<file path="config.mk">
export PLATFORM = sky130hd
export DESIGN_NAME = mode_decoder
export DESIGN_NICKNAME = d
export VERILOG_FILES = /design/src/rtl/mode_pkg.sv /design/src/rtl/mode_ctrl.sv /design/src/rtl/mode_datapath.sv /design/src/rtl/mode_decoder.sv
export SDC_FILE = /design/constraint.sdc
export NUM_CORES = 1
export LEC_CHECK = 0
export BUFFER_PORTS_ARGS = -buffer_cell sky130_fd_sc_hd__buf_4
export CORE_AREA = 5 5 48 50
export DETAILED_ROUTE_END_ITERATION = 6
export DIE_AREA = 0 0 53 55
export PLACE_DENSITY = 0.68
export SETUP_SLACK_MARGIN = 0.15
export SYNTH_ARGS = -nofsm -noshare
export SYNTH_HDL_FRONTEND = slang
export SYNTH_SLANG_ARGS = --single-unit
export TNS_END_PERCENT = 30
</file>
<file path="constraint.sdc">
create_clock -name clk -period 0.82 [get_ports clk]
set_input_delay 0.041 -clock clk [delete_from_list [all_inputs] [get_ports clk]]
set_output_delay 0.041 -clock clk [all_outputs]
set_load 0.05 [all_outputs]
</file>
<file path="src/rtl/mode_pkg.sv">
package mode_pkg;
  localparam int CPL_W  = 2;
  localparam int SIZE_W = 2;
  localparam int SUB_W  = 3;

  typedef enum logic [SUB_W-1:0] {
    SUB_REAL   = 3'd0,
    SUB_PROT   = 3'd1,
    SUB_V86    = 3'd2,
    SUB_COMPAT = 3'd3,
    SUB_LONG64 = 3'd4
  } submode_e;

  // Bit 0 is the mode bit; fields rise in significance toward stackSz.
  typedef struct packed {
    logic [SIZE_W-1:0] stackSz;
    logic [SIZE_W-1:0] altAddr;
    logic [SIZE_W-1:0] defAddr;
    logic [SIZE_W-1:0] altOp;
    logic [SIZE_W-1:0] defOp;
    logic              prot;
    logic              paging;
    logic [CPL_W-1:0]  cpl;
    submode_e          submode;
    logic              isLong;
  } mode_word_t;

  localparam int WORD_W = $bits(mode_word_t);

  typedef struct packed {
    logic load;
  } ctrl_strobe_t;
endpackage

</file>
<file path="src/rtl/mode_ctrl.sv">
module mode_ctrl
  import mode_pkg::*;
#(
  parameter int ADDR_W    = 4,
  parameter int NUM_SRC   = 5,
  parameter int MODE_ADDR = 5
) (
  input  logic              wrEn,
  input  logic [ADDR_W-1:0] wrAddr,
  output ctrl_strobe_t      strobe
);
  logic [NUM_SRC-1:0] srcHit;
  logic               selfHit;

  for (genvar k = 0; k < NUM_SRC; k++) begin : g_src
    assign srcHit[k] = wrEn && (wrAddr == ADDR_W'(k));
  end

  assign selfHit = wrEn && (wrAddr == ADDR_W'(MODE_ADDR));

  always_comb begin
    strobe      = '0;
    strobe.load = (|srcHit) || selfHit;
  end
endmodule

</file>
<file path="src/rtl/mode_datapath.sv">
module mode_datapath
  import mode_pkg::*;
(
  input  logic             clk,
  input  logic             rstN,
  input  ctrl_strobe_t     strobe,
  input  logic             lmaBit,
  input  logic             peBit,
  input  logic             pgBit,
  input  logic             csLong,
  input  logic             csDefSize,
  input  logic [CPL_W-1:0] csDpl,
  input  logic             ssDefSize,
  input  logic             vmFlag,
  output mode_word_t       wordQ
);
  mode_word_t nextWord;
  logic       is64;

  always_comb begin
    nextWord        = '0;
    nextWord.isLong = lmaBit;
    if (lmaBit) begin
      nextWord.submode = csLong ? SUB_LONG64 : SUB_COMPAT;
    end else if (!peBit) begin
      nextWord.submode = SUB_REAL;
    end else begin
      nextWord.submode = vmFlag ? SUB_V86 : SUB_PROT;
    end
    is64            = (nextWord.submode == SUB_LONG64);
    nextWord.cpl    = csDpl;
    nextWord.paging = pgBit;
    nextWord.prot   = peBit;

    if (is64 || csDefSize) begin
      nextWord.defOp = SIZE_W'(2);
      nextWord.altOp = SIZE_W'(1);
    end else begin
      nextWord.defOp = SIZE_W'(1);
      nextWord.altOp = SIZE_W'(2);
    end

    if (is64) begin
      nextWord.defAddr = SIZE_W'(3);
      nextWord.altAddr = SIZE_W'(2);
    end else if (csDefSize) begin
      nextWord.defAddr = SIZE_W'(2);
      nextWord.altAddr = SIZE_W'(1);
    end else begin
      nextWord.defAddr = SIZE_W'(1);
      nextWord.altAddr = SIZE_W'(2);
    end

    if (is64) begin
      nextWord.stackSz = SIZE_W'(3);
    end else if (ssDefSize) begin
      nextWord.stackSz = SIZE_W'(2);
    end else begin
      nextWord.stackSz = SIZE_W'(1);
    end
  end

  always_ff @(posedge clk) begin
    if (!rstN) begin
      wordQ <= '0;
    end else if (strobe.load) begin
      wordQ <= nextWord;
    end
  end
endmodule

</file>
<file path="src/rtl/mode_decoder.sv">
module mode_decoder
  import mode_pkg::*;
#(
  parameter int ADDR_W    = 4,
  parameter int NUM_SRC   = 5,
  parameter int MODE_ADDR = 5
) (
  input  logic              clk,
  input  logic              rstN,
  input  logic              wrEn,
  input  logic [ADDR_W-1:0] wrAddr,
  input  logic              lmaBit,
  input  logic              peBit,
  input  logic              pgBit,
  input  logic              csLong,
  input  logic              csDefSize,
  input  logic [CPL_W-1:0]  csDpl,
  input  logic              ssDefSize,
  input  logic              vmFlag,
  output logic [WORD_W-1:0] modeWord
);
  ctrl_strobe_t strobe;
  mode_word_t   wordQ;

  mode_ctrl #(
    .ADDR_W(ADDR_W), .NUM_SRC(NUM_SRC), .MODE_ADDR(MODE_ADDR)
  ) u_ctrl (
    .wrEn(wrEn), .wrAddr(wrAddr), .strobe(strobe)
  );

  mode_datapath u_dp (
    .clk(clk), .rstN(rstN), .strobe(strobe),
    .lmaBit(lmaBit), .peBit(peBit), .pgBit(pgBit),
    .csLong(csLong), .csDefSize(csDefSize), .csDpl(csDpl),
    .ssDefSize(ssDefSize), .vmFlag(vmFlag), .wordQ(wordQ)
  );

  assign modeWord = wordQ;
endmodule

</file>
==> metrics.txt <==
# TYPE chip_impl_metric gauge
chip_impl_info{name="status",value="finished with violations"} 1
chip_impl_info{name="violated_checks",value="negative hold slack, negative setup slack"} 1
chip_impl_metric{name="cap_viol_max_count",unit=""} 0
chip_impl_info{name="crit_end",value="modeWord[15]"} 1
chip_impl_metric{name="wl_per_cell",unit="um"} 13.5
chip_impl_metric{name="number_of_placement_rows",unit=""} 16
chip_impl_metric{name="crit_path_max_fanout",unit=""} 3
chip_impl_info{name="cts-root-buf",value="clkbuf_4"} 1
chip_impl_metric{name="worstSkewPairLatency",unit="ns"} 0.28
chip_impl_metric{name="clkPwrFrac",unit="%"} 23.5
chip_impl_metric{name="drt-vias-per-instance",unit=""} 4.89
chip_impl_info{name="grt_setup_unrepaired",value="true"} 1
chip_impl_metric{name="grt_pass1_vias",unit=""} 667
chip_impl_metric{name="seqPwrFrac",unit="%"} 46.1
chip_impl_info{name="timing.critical_path.from_type",value="register"} 1
chip_impl_info{name="criticalPathCategory",value="reg2out"} 1
chip_impl_metric{name="synth_cell_type_count",unit=""} 23
chip_impl_metric{name="wp_buf_inv",unit=""} 1
chip_impl_metric{name="finalHoldViolCount",unit=""} 1
chip_impl_metric{name="slew-limit-headroom",unit="%"} 75.3
chip_impl_metric{name="arrival",unit="ns"} 0.81
chip_impl_info{name="max_flop_register",value="u_dp.wordQ"} 1
chip_impl_metric{name="wire_length_of_the_first_global_routing_pass",unit="um"} 2950
chip_impl_metric{name="clk_pin_slew",unit="ns"} 0.08
chip_impl_metric{name="holdPathStages",unit=""} 2
chip_impl_metric{name="p_switching",unit="W"} 0.000537
chip_impl_metric{name="clock.fmax",unit="MHz"} 1180
chip_impl_info{name="yosys.cell_count.top_type",value="dfxtp_1"} 1
chip_impl_info{name="critPathSlowestCell",value="dfxtp_4"} 1
chip_impl_metric{name="drtIter0Drc",unit=""} 4
chip_impl_info{name="worstSetupEndpointType",value="output pin"} 1
chip_impl_metric{name="groute.usage.overall",unit="%"} 14.5
chip_impl_metric{name="fin_crit_sh",unit="%"} 104
chip_impl_metric{name="port-buffer-count",unit=""} 32
chip_impl_metric{name="ys_seq_elements",unit=""} 15
chip_impl_metric{name="proportion_of_synthesized_chip_area_in_sequential_cells",unit="%"} 46.8
chip_impl_metric{name="worst_ir_drop_vdd",unit="uV"} 884
chip_impl_metric{name="dieArea",unit="mm^2"} 0.00292
chip_impl_info{name="r2r_start",value="u_dp.wordQ[2]"} 1
chip_impl_metric{name="switching_share",unit="%"} 31.0
chip_impl_info{name="netlist_top_cells_area",value="dfxtp_1 47%, a21oi_1 10%, o21ai_0 6.2%"} 1
chip_impl_info{name="cpLargestDelayFamily",value="flip-flops"} 1
chip_impl_metric{name="yosysTopAreaCellShare",unit="%"} 46.8
chip_impl_info{name="layout_top_registers",value="u_dp.wordQ (15)"} 1
chip_impl_metric{name="die_height",unit="um"} 55
chip_impl_info{name="crit_chain",value="buf_8"} 1
chip_impl_metric{name="areaGrowthSynthToFinish",unit="%"} 82.1
chip_impl_metric{name="synth_xor_area_share",unit="%"} 0
chip_impl_metric{name="synthAdderAreaFrac",unit="%"} 0
chip_impl_metric{name="clock-sinks",unit=""} 15
chip_impl_metric{name="totalWireLength",unit="um"} 1850
chip_impl_metric{name="post_synth_and_or_nand_nor_area_fraction",unit="%"} 16.8
chip_impl_metric{name="drc_errors",unit=""} 0
chip_impl_metric{name="syn_area",unit="um^2"} 642
chip_impl_metric{name="power.static_leakage",unit="nW"} 0.511
chip_impl_metric{name="synthArstFlopShare",unit="%"} 0
chip_impl_metric{name="coreArea",unit="mm^2"} 0.00186
chip_impl_metric{name="io_pins",unit=""} 34
chip_impl_info{name="synth_top_family_by_area",value="compound AO/OA/AOI/OAI gates"} 1
chip_impl_metric{name="largest_register_ffs",unit=""} 15
chip_impl_metric{name="floorplan.die.width",unit="um"} 53
chip_impl_metric{name="final.setup.worst_slack",unit="ns"} -0.0297
chip_impl_metric{name="synth_cells",unit=""} 69
chip_impl_metric{name="p_int",unit="W"} 0.00120
chip_impl_metric{name="areal_power_density_over_the_cells",unit="mW/mm^2"} 1480
chip_impl_info{name="synth_top_cell_by_area",value="dfxtp_1"} 1
chip_impl_metric{name="synth_nets",unit=""} 85
chip_impl_metric{name="drt_pre_antenna_iters",unit=""} 2
chip_impl_metric{name="synth.area.mux_share",unit="%"} 0
chip_impl_metric{name="path_depth",unit=""} 1
chip_impl_info{name="tritoncts",value="built"} 1
chip_impl_metric{name="tritoncts.num_buffers",unit=""} 3
chip_impl_metric{name="stdcell_area",unit="mm^2"} 0.00117
chip_impl_metric{name="final_layout_worst_hold_slack",unit="ns"} -0.0469
chip_impl_metric{name="skew",unit="ns"} 0
chip_impl_metric{name="drive_gt1_share",unit="%"} 60.0
chip_impl_metric{name="weighted_congestion_reported_at_the_end_of_routability_driven_placement",unit=""} 0.739
chip_impl_metric{name="reg2reg_setup_slack",unit="ns"} 0.10
chip_impl_metric{name="post_dp_cell_area",unit="um^2"} 975
chip_impl_metric{name="synth-edff-count",unit=""} 0
chip_impl_metric{name="postLayoutCoreUtil",unit="%"} 62.8
chip_impl_metric{name="synth_warnings",unit=""} 0
chip_impl_metric{name="htree_num_levels",unit=""} 1
chip_impl_metric{name="final-max-slew-violation-count",unit=""} 0
chip_impl_info{name="r2r_end",value="u_dp.wordQ[2]"} 1
chip_impl_metric{name="pin_count_of_the_biggest_net_entering_global_routing",unit=""} 13
chip_impl_metric{name="post_synth.cell_area_avg",unit="um^2"} 9.30
chip_impl_info{name="netlist_top_cells_count",value="15 x dfxtp_1, 13 x a21oi_1, 8 x o21ai_0, 5 x nand3_1, 4 x buf_4"} 1
chip_impl_metric{name="n_fill_cell",unit=""} 168
chip_impl_info{name="crit_start",value="u_dp.wordQ[12]"} 1
chip_impl_metric{name="worstMarginPinSlew",unit="ns"} 0.370
chip_impl_metric{name="diodes",unit=""} 0
chip_impl_metric{name="detailed_place_hpwl",unit="um"} 1370
chip_impl_metric{name="ctsLongestPathBuffers",unit=""} 2
chip_impl_metric{name="reg2regPathDepth",unit=""} 2
chip_impl_metric{name="share_comb_of_total_power",unit="%"} 30.4
chip_impl_metric{name="grt_antenna_before_repair",unit=""} 0
chip_impl_metric{name="start_util",unit="%"} 34.5
chip_impl_info{name="hold_path_class",value="in2reg"} 1
chip_impl_metric{name="max_stage_delay",unit="ns"} 0.38
chip_impl_metric{name="finalSetupViolCount",unit=""} 9
chip_impl_metric{name="route.vias.total",unit=""} 670
chip_impl_info{name="yosys_most_used_dff",value="dfxtp_1"} 1
chip_impl_metric{name="ant_nets",unit=""} 0
chip_impl_metric{name="finish.net_count",unit=""} 127
chip_impl_metric{name="cp.required",unit="ns"} 0.78
chip_impl_metric{name="global_route.overflow_total",unit=""} 0
chip_impl_metric{name="post-route-min-period",unit="ns"} 0.850
chip_impl_metric{name="synth_compound_gate_area_share",unit="%"} 26.3
-- per-layer routing --
| layer | up-vias | share of wire [%] | global-route usage [%] |
|---|---|---|---|
| met5 | - | 0 | 0 |
| met4 | 0 | 0.97 | 5.11 |
| met3 | 4 | 7.7 | 6.97 |
| met2 | 24 | 55 | 25.8 |
| met1 | 305 | 36 | 14.8 |
| li1 | 337 | - | - |
-- cell usage in the layout (no fill, tap or decap), drive strengths merged, types with 2 or more instances in the layout --
cell type / Yosys / layout
buf: 7 / 43
o211a: 3 / 3
a21oi: 13 / 13
nand3: 5 / 5
clkbuf: 1 / 4
dlygate4sd3: 0 / 2
o21ai: 8 / 8
dfxtp: 15 / 15
nand2b: 2 / 2
a311oi: 3 / 3
nand2: 2 / 2
-- power by group through the flow --
stage          registers (W)  logic (W)  clock network [W]
2_1_floorplan       0.000933   0.000152                  0
3_3_place_gp        0.000801   0.000446                  0
3_5_place_dp        0.000802   0.000452                  0
4_1_cts             0.000800   0.000510           0.000421
5_1_grt             0.000806   0.000556           0.000492
6_report            0.000799   0.000527           0.000408
-- area by class of cell --
type | instances | area, um^2 | share of cell area (%)
Timing Repair Buffer | 45 | 478 | 40.9
Sequential cell | 15 | 337 | 28.8
Multi-Input combinational cell | 45 | 290 | 24.8
Tap cell | 27 | 33.8 | 2.89
Clock buffer | 4 | 26.3 | 2.25
Inverter | 1 | 3.75 | 0.321
-- logic make-up after synthesis --
logic type	count (synthesis)
and+or+nand+nor	17
AOI/OAI and AO/OA	28
buffers and inverters	9
DFF	15
-- how the worst min path moves through the flow --
| stage | from | end |
|---|---|---|
| finish | ssDefSize | u_dp.wordQ[16] |
| global route | ssDefSize | u_dp.wordQ[16] |
| CTS | ssDefSize | u_dp.wordQ[16] |
| detailed placement | ssDefSize | u_dp.wordQ[16] |
| global placement | ssDefSize | u_dp.wordQ[16] |
| floorplan | ssDefSize | u_dp.wordQ[16] |
-- through the flow --
stage               setup TNS, ns  cells  total power (W)  hold WS (ns)  setup slack, ns
floorplan                       0     69          0.00108         0.138          0.00264
global placement            -1.07    131          0.00125         0.245           -0.126
detailed placement          -1.36    131          0.00125         0.256           -0.141
CTS                        -0.248    135          0.00173       -0.0484          -0.0369
global route               -0.994    137          0.00185       -0.0440          -0.0811
finish                     -0.163    137          0.00173       -0.0469          -0.0297
-- what timing repair did --
| action | in CTS | in global routing |
|---|---|---|
| buffers inserted | 0 | 0 |
| hold endpoints to repair | 1 | 3 |
| pin swaps | 2 | 11 |
| setup endpoints to repair | 20 | 32 |
| resized for setup | 35 | 5 |
(Power assumes the default switching activity.)
